$ cat config.mk
export PLATFORM = sky130hd
export DESIGN_NAME = spi_byte_rx
export DESIGN_NICKNAME = d
export VERILOG_FILES = /design/src/rtl/spi_rx_pkg.sv /design/src/rtl/spi_sync_bit.sv /design/src/rtl/spi_edge_det.sv /design/src/rtl/spi_rx_shift.sv /design/src/rtl/spi_byte_rx.sv
export SDC_FILE = /design/constraint.sdc
export NUM_CORES = 1
export LEC_CHECK = 0
export ABC_AREA = 1
export BUFFER_PORTS_ARGS = -buffer_cell sky130_fd_sc_hd__buf_4
export CORE_UTILIZATION = 49
export DETAILED_ROUTE_END_ITERATION = 6
export PLACE_DENSITY = 0.73
export SYNTH_ARGS = -nofsm -noshare
export SYNTH_HDL_FRONTEND = slang
export SYNTH_HIERARCHICAL = 1
export SYNTH_SLANG_ARGS = --single-unit
$ cat constraint.sdc
create_clock -name clk -period 1.4 [get_ports clk]
set_clock_uncertainty 0.05 [all_clocks]
set_input_delay 0.42 -clock clk [delete_from_list [all_inputs] [get_ports clk]]
set_output_delay 0.42 -clock clk [all_outputs]
set_load 0.03 [all_outputs]
$ cat src/rtl/spi_rx_pkg.sv
package spi_rx_pkg;
  // width needed to count 0 .. bits+1
  function automatic int unsigned cnt_width(input int unsigned bits);
    return $clog2(bits + 2);
  endfunction

  // saturating increment of the bit count
  function automatic int unsigned sat_inc(input int unsigned c, input int unsigned lim);
    return (c >= lim) ? lim : c + 1;
  endfunction

  // a frame is accepted only with the exact bit count
  function automatic logic frame_ok(input int unsigned c, input int unsigned bits);
    return c == bits;
  endfunction
endpackage

$ cat src/rtl/spi_sync_bit.sv
module spi_sync_bit #(
  parameter int   STAGES  = 2,
  parameter logic RST_VAL = 1'b0
) (
  input  logic clk,
  input  logic rst_n,
  input  logic d_i,
  output logic q_o
);
  logic [STAGES-1:0] chain;

  always_ff @(posedge clk or negedge rst_n) begin
    if (!rst_n) chain <= {STAGES{RST_VAL}};
    else        chain <= {chain[STAGES-2:0], d_i};
  end

  assign q_o = chain[STAGES-1];
endmodule

$ cat src/rtl/spi_edge_det.sv
module spi_edge_det #(
  parameter logic RST_VAL = 1'b0
) (
  input  logic clk,
  input  logic rst_n,
  input  logic s_i,
  output logic rise_o,
  output logic fall_o
);
  logic dly;

  always_ff @(posedge clk or negedge rst_n) begin
    if (!rst_n) dly <= RST_VAL;
    else        dly <= s_i;
  end

  assign rise_o = ~dly & s_i;
  assign fall_o = dly & ~s_i;
endmodule

$ cat src/rtl/spi_rx_shift.sv
module spi_rx_shift #(
  parameter int BITS = 8,
  parameter int CW   = 4
) (
  input  logic            clk,
  input  logic            rst_n,
  input  logic            cs_low_i,
  input  logic            start_i,
  input  logic            finish_i,
  input  logic            sck_rise_i,
  input  logic            sck_fall_i,
  input  logic            mosi_i,
  input  logic [BITS-1:0] tx_byte_i,
  output logic [BITS-1:0] rx_byte_o,
  output logic            miso_o,
  output logic [CW-1:0]   bit_cnt_o
);
  import spi_rx_pkg::*;

  logic [CW-1:0]   cnt;
  logic [BITS-1:0] rx_sh;
  logic [BITS-1:0] tx_sh;
  logic [BITS-1:0] rx_q;

  always_ff @(posedge clk or negedge rst_n) begin
    if (!rst_n) begin
      cnt   <= '0;
      rx_sh <= '0;
      tx_sh <= '0;
      rx_q  <= '0;
    end else begin
      if (start_i) begin
        cnt   <= '0;
        tx_sh <= tx_byte_i;
      end else if (cs_low_i) begin
        if (sck_rise_i) begin
          rx_sh <= {rx_sh[BITS-2:0], mosi_i};
          cnt   <= CW'(sat_inc(int'(cnt), BITS + 1));
        end
        if (sck_fall_i) tx_sh <= {tx_sh[BITS-2:0], 1'b0};
      end
      if (finish_i && frame_ok(int'(cnt), BITS)) rx_q <= rx_sh;
    end
  end

  assign miso_o    = cs_low_i & tx_sh[BITS-1];
  assign rx_byte_o = rx_q;
  assign bit_cnt_o = cnt;
endmodule

$ cat src/rtl/spi_byte_rx.sv
module spi_byte_rx #(
  parameter int BITS        = 8,
  parameter int SYNC_STAGES = 2
) (
  input  logic            clk,
  input  logic            rst_n,
  input  logic            cs_n_i,
  input  logic            sck_i,
  input  logic            mosi_i,
  input  logic [BITS-1:0] tx_byte_i,
  output logic            miso_o,
  output logic            frame_start_o,
  output logic            frame_end_o,
  output logic [BITS-1:0] rx_byte_o
);
  localparam int CW = spi_rx_pkg::cnt_width(BITS);
  localparam int NLINES = 3;
  // line order: 0 = chip select (idle high), 1 = serial clock, 2 = data
  localparam logic [NLINES-1:0] LINE_RST = 3'b001;

  logic [NLINES-1:0] raw_lines;
  logic [NLINES-1:0] sync_lines;
  logic              cs_sync, sck_sync, mosi_sync;
  logic              cs_rise, cs_fall, sck_rise, sck_fall;
  logic [CW-1:0]     bit_cnt;

  assign raw_lines = {mosi_i, sck_i, cs_n_i};

  for (genvar g = 0; g < NLINES; g++) begin : g_sync
    spi_sync_bit #(.STAGES(SYNC_STAGES), .RST_VAL(LINE_RST[g])) u_sync (
      .clk(clk), .rst_n(rst_n), .d_i(raw_lines[g]), .q_o(sync_lines[g]));
  end

  assign cs_sync   = sync_lines[0];
  assign sck_sync  = sync_lines[1];
  assign mosi_sync = sync_lines[2];

  spi_edge_det #(.RST_VAL(1'b1)) u_cs_edge (
    .clk(clk), .rst_n(rst_n), .s_i(cs_sync), .rise_o(cs_rise), .fall_o(cs_fall));

  spi_edge_det #(.RST_VAL(1'b0)) u_sck_edge (
    .clk(clk), .rst_n(rst_n), .s_i(sck_sync), .rise_o(sck_rise), .fall_o(sck_fall));

  spi_rx_shift #(.BITS(BITS), .CW(CW)) u_shift (
    .clk(clk), .rst_n(rst_n), .cs_low_i(~cs_sync), .start_i(cs_fall),
    .finish_i(cs_rise), .sck_rise_i(sck_rise), .sck_fall_i(sck_fall),
    .mosi_i(mosi_sync), .tx_byte_i(tx_byte_i), .rx_byte_o(rx_byte_o),
    .miso_o(miso_o), .bit_cnt_o(bit_cnt));

  assign frame_start_o = cs_fall;
  assign frame_end_o   = cs_rise;
endmodule

Yosys cells after proc, flatten, opt, wreduce, memory -nomap -nowiden

Cells that the tools add are included.

Add/sub/neg operators: 1
Order comparisons: 1
Equal/unequal tests: 2
Mux-type cells: 7
Bitwise gates (word level): 10
Reductions and logical operators: 6

Operators with widths:

| operator                                                      | number |
|---|---|
| 8-bit two-way mux                                             | 3 |
| 4-bit two-way mux                                             | 4 |
| 1-bit bitwise AND                                             | 5 |
| 1-bit inverter                                                | 5 |
| 4-bit by 1-bit adder with 4-bit output, second input constant | 1 |
| 4-bit == test, second input constant                          | 1 |
| 4-bit greater-or-equal comparator, second input constant      | 1 |
| 2-bit AND reduction                                           | 2 |
| 2-bit nonzero test                                            | 2 |
| 3-bit AND reduction                                           | 1 |
| 2-bit inequality test, second input constant                  | 1 |
| 1-bit logical AND                                             | 1 |

Flip-flop bits (word level): 36
Bits of input ports: 13
Output and inout port bits: 11

Logic depth before layout (Yosys ltp)

Gate-level depths: netlist of run 1.

Word-level depth: 5
Depth in mapped cells: 8
Depth with buffers taken out: 8

Hierarchy

Netlist of run 1, hierarchy kept.

By module, submodules not included:

| module                              | times used | cells an instance | area an instance (um^2) | sequential area each (um^2) |
|---|---|---|---|---|
| spi_rx_shift                        | 1          | 138               | 1260.0                  | 700.7 |
| spi_sync_bit (g_sync[1].u_sync ...) | 2          | 2                 | 50.0                    | 50.0 |
| spi_sync_bit (g_sync[0].u_sync)     | 1          | 2                 | 52.6                    | 52.6 |
| spi_edge_det (u_cs_edge)            | 1          | 5                 | 41.3                    | 26.3 |
| spi_edge_det (u_sck_edge)           | 1          | 5                 | 40.0                    | 25.0 |
| spi_byte_rx                         | 1          | 1                 | 3.8                     | 0.0 |

Worst setup path before layout of run 1

No wires, ideal clock.

Path type: register -> register
Start point: reg g_sync[0].u_sync.chain[1]
End point: reg u_shift.rx_q[5] (netlist: u_shift/rx_byte_o[5])
Library setup time: 0.119 ns
Arrival: 1.576 ns
Setup slack: -0.344 ns
Stages on the path, launching flop included: 7
Cell sequence: dfstp_2 inv_1 nor2_1 nand4_4 buf_6 nand2_1 o21ai_2

Cells in the longest elaborated chain, start to end: 2

RTL lines:

| item                   | line               | RTL |
|---|---|---|
| start, declared        | spi_sync_bit.sv:10 | `logic [STAGES-1:0] chain;` |
| start signal, assigned | spi_sync_bit.sv:13 | `if (!rst_n) chain <= {STAGES{RST_VAL}};` |
| start signal, assigned | spi_sync_bit.sv:14 | `else chain <= {chain[STAGES-2:0], d_i};` |
| 1-bit bitwise AND      | spi_edge_det.sv:17 | `assign rise_o = ~dly & s_i;` |
| net frame_end_o        | spi_byte_rx.sv:13  | `output logic frame_end_o,` |
| 1-bit logical AND      | spi_rx_shift.sv:42 | `if (finish_i && frame_ok(int'(cnt), BITS)) rx_q <= rx_sh;` |
| end, declared          | spi_rx_shift.sv:23 | `logic [BITS-1:0] rx_q;` |

The timed path passes the listed nets, and every way through them passes these cells.
A chain may end at the register's enable or synchronous reset.

Final worst setup path of run 1

Start point: reg u_cs_edge.dly
End point: out frame_start_o

Cells in the longest elaborated chain, start to end: 1

RTL lines:

| item                   | line               | RTL |
|---|---|---|
| start, declared        | spi_edge_det.sv:10 | `logic dly;` |
| start signal, assigned | spi_edge_det.sv:14 | `else dly <= s_i;` |
| 1-bit bitwise AND      | spi_edge_det.sv:18 | `assign fall_o = dly & ~s_i;` |
| end, declared          | spi_byte_rx.sv:12  | `output logic frame_start_o,` |

No other way between the ends.

==> impl_metrics.env, run 1 <==
export IMPL_sw_frac_of_total_pct=24.61
export IMPL_tightest_slew_ns=0.6485
export IMPL_synth_seq_area_share_pct=60.40
export IMPL_r2r_start="g_sync[0].u_sync/chain[1]$_DFF_PN1_"
export IMPL_power_density_mw_per_mm2=1166
export IMPL_drc=0
export IMPL_setup_slack_ns=-0.2873
export IMPL_portBuffers=23
export IMPL_postRouteAntennaNets=0
export IMPL_antenna_found_initial=0
export IMPL_status="finished with violations"
export IMPL_die_y_um=57.29
export IMPL_root_buffer="clkbuf_4"
export IMPL_synth_fp_nets=171
export IMPL_yosys_warnings=6
export IMPL_wl_per_cell_um=11.59
export IMPL_grt_pass1_vias=995
export IMPL_yosysUniqueCellTypes=16
export IMPL_dpl_hpwl_mm=1.712
export IMPL_vias=1110
export IMPL_cp_start_kind="flop"
export IMPL_dpl_cell_area_mm2=0.001717
export IMPL_first_iter_violations=35
export IMPL_relSlewSlack_pct=56.72
export IMPL_row_count=19
export IMPL_diodes=0
export IMPL_finalCritPeriodShare_pct=120.5
export IMPL_grt_pass1_wl_mm=4.319
export IMPL_cts_buffer_depth=2
export IMPL_internal_power_mw=1.732
export IMPL_end_kind="output pin"
export IMPL_cts_tree="done"
export IMPL_setup_viol=15
export IMPL_p_comb_share_pct=12.4
export IMPL_fp_coreArea_mm2=0.002829
export IMPL_viasPerCell=4.933
export IMPL_worstHoldEndpoint="g_sync[2].u_sync/chain[0]$_DFF_PN0_"
export IMPL_nFillCells=212
export IMPL_violations="negative setup slack"
export IMPL_place_ws_ns=-0.1262
export IMPL_synth_cells=155
export IMPL_clk_pin_slew_worst_paths_ns=0.10
export IMPL_grt_max_degree=37
export IMPL_min_path_cells=1
export IMPL_fmaxAchievable_mhz=592.7
export IMPL_worst_ep_required_time_ns=0.93
export IMPL_htree_levels=2
export IMPL_p_sw_uw=565.6
export IMPL_io_pins=24
export IMPL_wl_mm=2.607
export IMPL_power_frac_seq_pct=52.2
export IMPL_initial_utilization_pct=52.94
export IMPL_path_class="reg -> out"
export IMPL_cp_max_fo=3
export IMPL_p_leak_nw=0.9836
export IMPL_syn2layout_area_growth_pct=31.58
export IMPL_ff2ff_path_depth=4
export IMPL_reg2reg_to="u_shift/rx_sh[1]$_DFFE_PN0P_"
export IMPL_avgSynthCellArea_um2=9.662
export IMPL_rsz0062_at_grt="true"
export IMPL_synth_seq_cells=36
export IMPL_fin_hold_ws_ns=0.1294
export IMPL_die_w_um=57.29
export IMPL_drv_slew=0
export IMPL_min_period_ns=1.687
export IMPL_detail_route_first_pass_iterations=5
export IMPL_vdd_drop_max_mv=0.7455
export IMPL_reg2reg_slack_ns=-0.27
export IMPL_die_area_mm2=0.003282
export IMPL_min_path_type="in -> reg"
export IMPL_finalNetCount=209
export IMPL_final_setup_tns_ns=-3.177
export IMPL_grt_usage_pct=17.86
export IMPL_place_gp_congestion=0.7539
export IMPL_hold_start="mosi_i"
export IMPL_drive_above_1_share_pct=35.57
export IMPL_cts_sinks=36
export IMPL_insertion_delay_ns=0.34
export IMPL_cp_arrival_ns=1.22
export IMPL_hold_viol=0
export IMPL_maxCapViolCount=0
export IMPL_design_area_mm2=0.001971
export IMPL_overflow=0
export IMPL_p_clk_share_pct=35.5
export IMPL_syn_cell_area_mm2=0.001498
export IMPL_cts_inserted_buffers=5
-- power by group through the flow --
stage	combinational (mW)	clock, mW	sequential, mW
floorplan	0.161	0	1.21
global placement	0.248	0	1.21
detailed placement	0.260	0	1.22
CTS	0.282	0.833	1.20
global route	0.318	0.891	1.21
finish	0.284	0.815	1.20
-- synthesized netlist by cell type --
cell type	count	share of area (%)
a21oi_1	1	0.33
a21oi_2	1	0.58
buf_4	2	1.0
buf_6	2	1.5
dfrtp_1	33	55
dfstp_2	3	5.3
ha_1	3	2.5
inv_1	19	4.8
nand2_1	56	14
nand3_1	11	3.7
nand4_4	1	1.4
nor2_1	4	1.0
nor2_2	2	0.84
o21ai_0	8	2.7
o21ai_2	8	4.7
xor2_1	1	0.58
-- worst max-delay path: stages (launching register included) --
cell,delay (ns)
dfstp_2,0.55
inv_2,0.04
nor2_4,0.13
buf_6,0.15
-- final cells by class --
cell class | instances | area, um^2 | share of cell area (%)
Tap cell | 31 | 38.79 | 1.968
Timing Repair Buffer | 35 | 334.1 | 16.95
Inverter | 19 | 71.32 | 3.619
Clock buffer | 7 | 65.06 | 3.302
Sequential cell | 36 | 904.6 | 45.90
Clock inverter | 1 | 30.03 | 1.524
Multi-Input combinational cell | 96 | 526.8 | 26.73
-- registers in the layout, summed over array words and instances (netlist names) --
name                 count
u_shift/rx_byte_o        8
u_shift/rx_sh            8
u_shift/tx_sh            8
g_sync.u_sync/chain      6
u_shift/bit_cnt_o        4
u_cs_edge/dly            1
u_sck_edge/dly           1
-- per-layer routing --
metal | global-route usage [%] | routed length (um)
met5 | 0 | 0
met4 | 7.317 | 70
met3 | 6.122 | 115
met2 | 29.24 | 1245
met1 | 21.73 | 1175
-- cells in the final DEF, fill, tap and decap left out, drive strengths merged --
| master | n |
|---|---|
| o21ai | 16 |
| a21oi | 2 |
| nand4 | 1 |
| bufinv | 1 |
| xor2 | 1 |
| nand3 | 11 |
| dfrtp | 33 |
| inv | 19 |
| clkbuf | 7 |
| ha | 3 |
| nor2 | 6 |
| nand2 | 56 |
| dlygate4sd3 | 1 |
| dfstp | 3 |
| buf | 34 |
-- through the flow --
stage / instances / power (mW) / utilization, %
after floorplan: 155 / 1.366 / -
after global placement: 209 / 1.460 / 60.68
after detailed placement: 209 / 1.477 / 60.68
after CTS: 223 / 2.313 / 67.01
after global routing: 225 / 2.421 / 69.66
final: 225 / 2.298 / 69.66
-- how the worst max path moves through the flow --
stage / start / to / slack (ns) / cells after the start
after floorplan: g_sync[0].u_sync/chain[1]$_DFF_PN1_ / u_shift/rx_byte_o[5]$_DFFE_PN0P_ / -0.06 / 6
after global placement: g_sync[0].u_sync/chain[1]$_DFF_PN1_ / u_shift/rx_sh[3]$_DFFE_PN0P_ / -0.02 / 3
after detailed placement: g_sync[0].u_sync/chain[1]$_DFF_PN1_ / u_shift/rx_sh[1]$_DFFE_PN0P_ / -0.13 / 3
after CTS: g_sync[0].u_sync/chain[1]$_DFF_PN1_ / frame_start_o / -0.30 / 3
after global routing: g_sync[0].u_sync/chain[1]$_DFF_PN1_ / u_shift/rx_sh[1]$_DFFE_PN0P_ / -0.39 / 4
final: u_cs_edge/dly$_DFF_PN1_ / frame_start_o / -0.29 / 3
-- cell families (layout without fill, tap and decap cells) --
logic type	after synthesis	after routing	synth area share, %
and+or+nand+nor	74	74	20.97
buffers and inverters	23	62	7.268
xor gates and xnor gates	1	1	0.5849
adders and majority gates	3	3	2.507
DFF	36	36	60.40
AOI/OAI and AO/OA	18	18	8.271
-- repair_timing --
item                                   4_1_cts  5_1_grt
setup buffers                                5        2
gates cloned                                 0        0
endpoints found under the hold margin       33        0
pin swaps                                    2        8
hold buffers                                 1        0
gates resized for setup                      7       20
setup endpoints to repair                   27       39
No activity file was read; power rests on OpenSTA's default activity.
==> run 2, diff against run 1 <==
--- a/config.mk
+++ b/config.mk
@@ -10,6 +10,8 @@
 export CORE_UTILIZATION = 49
 export DETAILED_ROUTE_END_ITERATION = 6
 export PLACE_DENSITY = 0.73
+export RECOVER_POWER = 25
+export REMOVE_ABC_BUFFERS = 1
 export SYNTH_ARGS = -nofsm -noshare
 export SYNTH_HDL_FRONTEND = slang
 export SYNTH_HIERARCHICAL = 1
==> run 2 against run 1 <==
  * Via count grew 6.8%
  * First-iteration DRC count is 14% lower
  * Final cell count grew 2.2%
  * Sequential share of layout area decreased by 0.43 points
  * Non-clock buffer count up 2
  * Combinational power grew 11%
  * Sequential cell count unchanged
  * Total power shrank 11%
  * The run ends with design-rule violations, negative setup slack left
  * Die area stayed put
  * Hold slack better by 0.017 ns
  * Worst setup slack better by 0.018 ns
  * Fmax rose by 1.1%
  * Largest power group unchanged
==> impl_metrics.env, run 2 (same netlist as run 1, synthesis figures left out) <==
export IMPL_min_period_ns=1.670
export IMPL_first_iter_violations=30
export IMPL_antenna_found_initial=0
export IMPL_diodes=0
export IMPL_grt_pass1_wl_mm=4.692
export IMPL_fmaxAchievable_mhz=598.9
export IMPL_drc=2
export IMPL_detail_route_first_pass_iterations=6
export IMPL_io_pins=24
export IMPL_fin_hold_ws_ns=0.1467
export IMPL_clk_pin_slew_worst_paths_ns=0.10
export IMPL_m1WireLength_mm=1.333
export IMPL_worst_ep_required_time_ns=0.93
export IMPL_seq_area_um2=904.6
export IMPL_path_class="reg -> out"
export IMPL_status="finished with violations"
export IMPL_cts_buffer_depth=2
export IMPL_drive_above_1_share_pct=38.69
export IMPL_wl_met3_um=116
export IMPL_wl_mm=3.225
export IMPL_die_area_mm2=0.003282
export IMPL_min_path_type="in -> reg"
export IMPL_wl_per_cell_um=14.02
export IMPL_postRouteAntennaNets=0
export IMPL_vdd_drop_max_mv=0.9974
export IMPL_power_density_mw_per_mm2=1023
export IMPL_p_leak_nw=0.9897
export IMPL_cts_inserted_buffers=5
export IMPL_fin_cells=230
export IMPL_rsz0062_at_grt="true"
export IMPL_end_kind="output pin"
export IMPL_hold_viol=0
export IMPL_htree_levels=2
export IMPL_row_count=19
export IMPL_startpoint="g_sync[0].u_sync/chain[1]$_DFF_PN1_"
export IMPL_relSlewSlack_pct=67.89
export IMPL_dp_cells=210
export IMPL_finalCritPeriodShare_pct=119.3
export IMPL_r2r_start="g_sync[0].u_sync/chain[1]$_DFF_PN1_"
export IMPL_grt_usage_pct=19.19
export IMPL_setup_slack_ns=-0.2696
export IMPL_final_cell_mix="47 x nand2_1, 33 x dfrtp_1, 24 x buf_4, 15 x inv_1, 11 x nand3_1"
export IMPL_maxCapViolCount=0
export IMPL_cp_max_fo=3
export IMPL_hold_start="cs_n_i"
export IMPL_initial_utilization_pct=52.94
export IMPL_viasPerCell=5.157
export IMPL_finalNetCount=214
export IMPL_vias=1186
export IMPL_grt_max_degree=37
export IMPL_route_met2_wl_mm=1.701
export IMPL_tightest_slew_ns=0.4816
export IMPL_multi_input_area_um2=591.8
export IMPL_insertion_delay_ns=0.33
export IMPL_drv_slew=0
export IMPL_final_common_cell="nand2_1"
export IMPL_dr_max_layer_used="met4"
export IMPL_die_y_um=57.29
export IMPL_overflow=0
export IMPL_syn2layout_area_growth_pct=32.83
export IMPL_fin_util_pct=70.32
export IMPL_root_buffer="clkbuf_4"
export IMPL_cts_tree="done"
export IMPL_cp_start_kind="flop"
export IMPL_place_ws_ns=-0.1495
export IMPL_grt_pass1_vias=1154
export IMPL_setup_viol=11
export IMPL_place_gp_congestion=0.7637
export IMPL_nFillCells=212
export IMPL_violations="design-rule violations, negative setup slack"
export IMPL_cp_arrival_ns=1.20
export IMPL_fp_coreArea_mm2=0.002829
export IMPL_portBuffers=23
export IMPL_die_w_um=57.29
export IMPL_cts_sinks=36
export IMPL_dpl_hpwl_mm=1.805
run 2: cell count changes in the layout (fill, tap and decap cells not counted), moves of 3 or more:
cell / change
buf_4: +6
nand2_1: -3
buf_6: -9
o21ai_0: -4
o21ai_1: +4
nor2_4: +4
clkbuf_4: +4
run 2: timing repair:
action | in CTS | in global routing
cloned | 0 | 4
hold buffers | 1 | 0
gates resized for setup | 11 | 26
setup endpoints to repair | 22 | 33
endpoints found under the hold margin | 33 | 0
setup buffers | 4 | 3
pin swaps | 2 | 8
run 2: metrics by stage:
step / cell area [um^2] / power, mW / setup TNS, ns
2_1_floorplan: 1460 / 1.355 / -15.04
3_3_place_gp: 1722 / 1.451 / -0.1150
3_5_place_dp: 1722 / 1.471 / -1.614
4_1_cts: 1851 / 2.014 / -3.535
5_1_grt: 1989 / 2.143 / -2.299
6_report: 1989 / 2.035 / -0.9251
run 2: per-layer routing:
layer,vias up,track usage (%)
met1,579,22.70
li1,568,-
met3,8,4.762
met5,-,0
met2,31,33.45
met4,0,8.014
run 2: critical path: stages (launching register included):
cell	delay, ns
dfstp_2	0.57
inv_2	0.05
nor2_4	0.11
buf_6	0.14
run 2: path summary, 6_finish.rpt:
check / depth (start not counted) / slack, ns / end
setup / recovery: 3 / -0.27 / frame_end_o
hold / removal: 1 / 0.15 / g_sync[0].u_sync/chain[0]$_DFF_PN1_
setup reg to reg: 6 / -0.03 / u_shift/tx_sh[5]$_DFFE_PN0P_
hold reg to reg: 0 / 0.31 / g_sync[2].u_sync/chain[1]$_DFF_PN0_
max in group asynchronous: 2 / 0.38 / g_sync[0].u_sync/chain[1]$_DFF_PN1_
min in group asynchronous: 2 / 0.56 / u_shift/bit_cnt_o[3]$_DFFE_PN0P_
run 2: area by class of cell:
| type | instances | share of cell area (%) |
|---|---|---|
| clock inverter | 1 | 0.2516 |
| clock buffer | 7 | 2.264 |
| multi-input combinational | 99 | 29.75 |
| tap | 31 | 1.950 |
| timing repair buffer | 37 | 16.73 |
| sequential | 36 | 45.47 |
| inverter | 19 | 3.585 |
run 2: power by group:
group          switching (mW)  internal [mW]  leakage [nW]
Clock                   0.326          0.196        0.0293
Sequential             0.0548           1.14         0.463
Combinational           0.193          0.123         0.498
==> run 3, diff against run 2 <==
--- a/config.mk
+++ b/config.mk
@@ -7,11 +7,12 @@
 export LEC_CHECK = 0
 export ABC_AREA = 1
 export BUFFER_PORTS_ARGS = -buffer_cell sky130_fd_sc_hd__buf_4
-export CORE_UTILIZATION = 49
+export CORE_UTILIZATION = 54
 export DETAILED_ROUTE_END_ITERATION = 6
-export PLACE_DENSITY = 0.73
+export PLACE_DENSITY = 0.77
 export RECOVER_POWER = 25
 export REMOVE_ABC_BUFFERS = 1
+export SKIP_CTS_REPAIR_TIMING = 1
 export SYNTH_ARGS = -nofsm -noshare
 export SYNTH_HDL_FRONTEND = slang
 export SYNTH_HIERARCHICAL = 1
==> constraint.sdc (replaced) <==
create_clock -name clk -period 1.7 [get_ports clk]
set_clock_uncertainty 0.05 [all_clocks]
set_input_delay 0.51 -clock clk [delete_from_list [all_inputs] [get_ports clk]]
set_output_delay 0.51 -clock clk [all_outputs]
set_load 0.05 [all_outputs]
==> run 3 against run 2 <==
  * The run ends with negative setup slack left
  * Clock power decreased by 11%
  * Final area decreased by 9.5%
  * Register-to-register slack improved by 0.07 ns
  * Global-route usage increased by 1.8 points
  * Sequential power decreased by 18%
  * Total power decreased by 18%
  * First-iteration DRC count decreased by 23%
  * Core utilization increased by 0.42 points
  * Via count decreased by 6.7%
  * Combinational power decreased by 31%
  * Non-clock buffer count decreased by 9
  * Largest power group unchanged
==> impl_metrics.env, run 3 (same netlist as run 1, synthesis figures left out) <==
export IMPL_violations="negative setup slack"
export IMPL_fin_cells=217
export IMPL_first_iter_violations=23
export IMPL_cts_tree="done"
export IMPL_crit_chain="inv_1 -> nor2_4 -> buf_8"
export IMPL_dpl_cell_area_mm2=0.001693
export IMPL_p_leak_nw=0.9156
export IMPL_die_y_um=54.67
export IMPL_fin_util_pct=70.75
export IMPL_initial_utilization_pct=58.85
export IMPL_design_area_mm2=0.001800
export IMPL_grt_max_degree=37
export IMPL_drive_above_1_share_pct=29.41
export IMPL_setup_slack_ns=-0.1077
export IMPL_relSlewSlack_pct=43.70
export IMPL_rsz0062_at_grt="true"
export IMPL_vias=1107
export IMPL_die_area_mm2=0.002988
export IMPL_min_period_ns=1.808
export IMPL_cp_max_fo=3
export IMPL_io_pins=24
export IMPL_overflow=0
export IMPL_min_path_type="in -> async"
export IMPL_root_buffer="clkbuf_4"
export IMPL_wl_mm=2.600
export IMPL_tightest_slew_ns=0.8445
export IMPL_detail_route_first_pass_iterations=4
export IMPL_finalCritPeriodShare_pct=106.3
export IMPL_place_gp_congestion=0.7071
export IMPL_place_ws_ns=0.1112
export IMPL_status="finished with violations"
export IMPL_final_setup_tns_ns=-0.2785
export IMPL_fin_hold_ws_ns=0.2113
export IMPL_diodes=0
export IMPL_worst_ep_required_time_ns=1.14
export IMPL_fp_coreArea_mm2=0.002545
export IMPL_dpl_hpwl_mm=1.811
export IMPL_slowest_stage="dfstp_2"
export IMPL_htree_levels=2
export IMPL_finalNetCount=202
export IMPL_cp_arrival_ns=1.25
export IMPL_dp_cells=207
export IMPL_final_common_cell="nand2_1"
export IMPL_hold_viol=0
export IMPL_vdd_drop_max_mv=0.7790
export IMPL_final_cell_mix="56 x nand2_1, 33 x dfrtp_1, 21 x buf_4, 17 x inv_1, 11 x nand3_1"
export IMPL_power_density_mw_per_mm2=928.8
export IMPL_cts_sinks=36
export IMPL_grt_pass1_wl_mm=4.278
export IMPL_syn2layout_area_growth_pct=20.22
export IMPL_portBuffers=23
export IMPL_path_class="reg -> out"
export IMPL_setup_viol=3
export IMPL_cts_inserted_buffers=5
export IMPL_end_kind="output pin"
export IMPL_viasPerCell=5.101
export IMPL_postRouteAntennaNets=0
export IMPL_die_w_um=54.67
export IMPL_wl_per_cell_um=11.98
export IMPL_row_count=18
export IMPL_drc=0
export IMPL_maxCapViolCount=0
export IMPL_antenna_found_initial=0
export IMPL_fin_total_pwr_mw=1.672
export IMPL_clk_pin_slew_worst_paths_ns=0.11
export IMPL_critPathMaxStageDelay_ns=0.57
export IMPL_cp_start_kind="flop"
export IMPL_grt_usage_pct=20.99
export IMPL_drv_slew=0
export IMPL_insertion_delay_ns=0.33
export IMPL_cts_buffer_depth=2
export IMPL_fmaxAchievable_mhz=553.2
export IMPL_grt_pass1_vias=1042
[run 3: final cells by class]
type | instances | area (um^2)
inverters | 19 | 71.32
clock inverters | 2 | 10.01
clock buffers | 6 | 51.30
multi-input cells | 96 | 499.2
fillers | 192 | 744.5
well taps | 30 | 37.54
repair buffers | 28 | 226.5
flip-flops and latches | 36 | 904.6
[run 3: path summary, 6_finish.rpt]
| check | start | to | slack (ns) | cells after the start |
|---|---|---|---|---|
| setup reg to reg | g_sync[0].u_sync/chain[1]$_DFF_PN1_ | u_shift/rx_sh[3]$_DFFE_PN0P_ | 0.04 | 4 |
| hold / removal | rst_n | u_shift/rx_sh[3]$_DFFE_PN0P_ | 0.21 | 1 |
| min in group clk | cs_n_i | g_sync[0].u_sync/chain[0]$_DFF_PN1_ | 0.23 | 1 |
| setup / recovery | g_sync[0].u_sync/chain[1]$_DFF_PN1_ | frame_end_o | -0.11 | 3 |
| max in group asynchronous | rst_n | u_shift/rx_byte_o[6]$_DFFE_PN0P_ | 0.86 | 1 |
| hold reg to reg | g_sync[0].u_sync/chain[0]$_DFF_PN1_ | g_sync[0].u_sync/chain[1]$_DFF_PN1_ | 0.31 | 0 |
[run 3: metal layers]
layer  global-route usage (%)  up-vias  part of all wire [%]
met3                    6.667        5                   4.2
met5                        0        -                     0
li1                         -      541                     -
met4                    10.68        0                   1.6
met2                    32.53       24                    50
met1                    26.13      537                    44
[run 3: report_power, final]
part,internal [mW],switching (mW),total (mW)
clock network,0.197,0.270,0.467
logic,0.0828,0.135,0.218
registers,0.941,0.0469,0.988
total,1.22,0.452,1.67
[run 3: critical path: cells and delay by family, from the launching register on]
family / cells / cell delay (ns)
flops: 1 / 0.57
buf+inv: 2 / 0.23
simple gates: 1 / 0.12
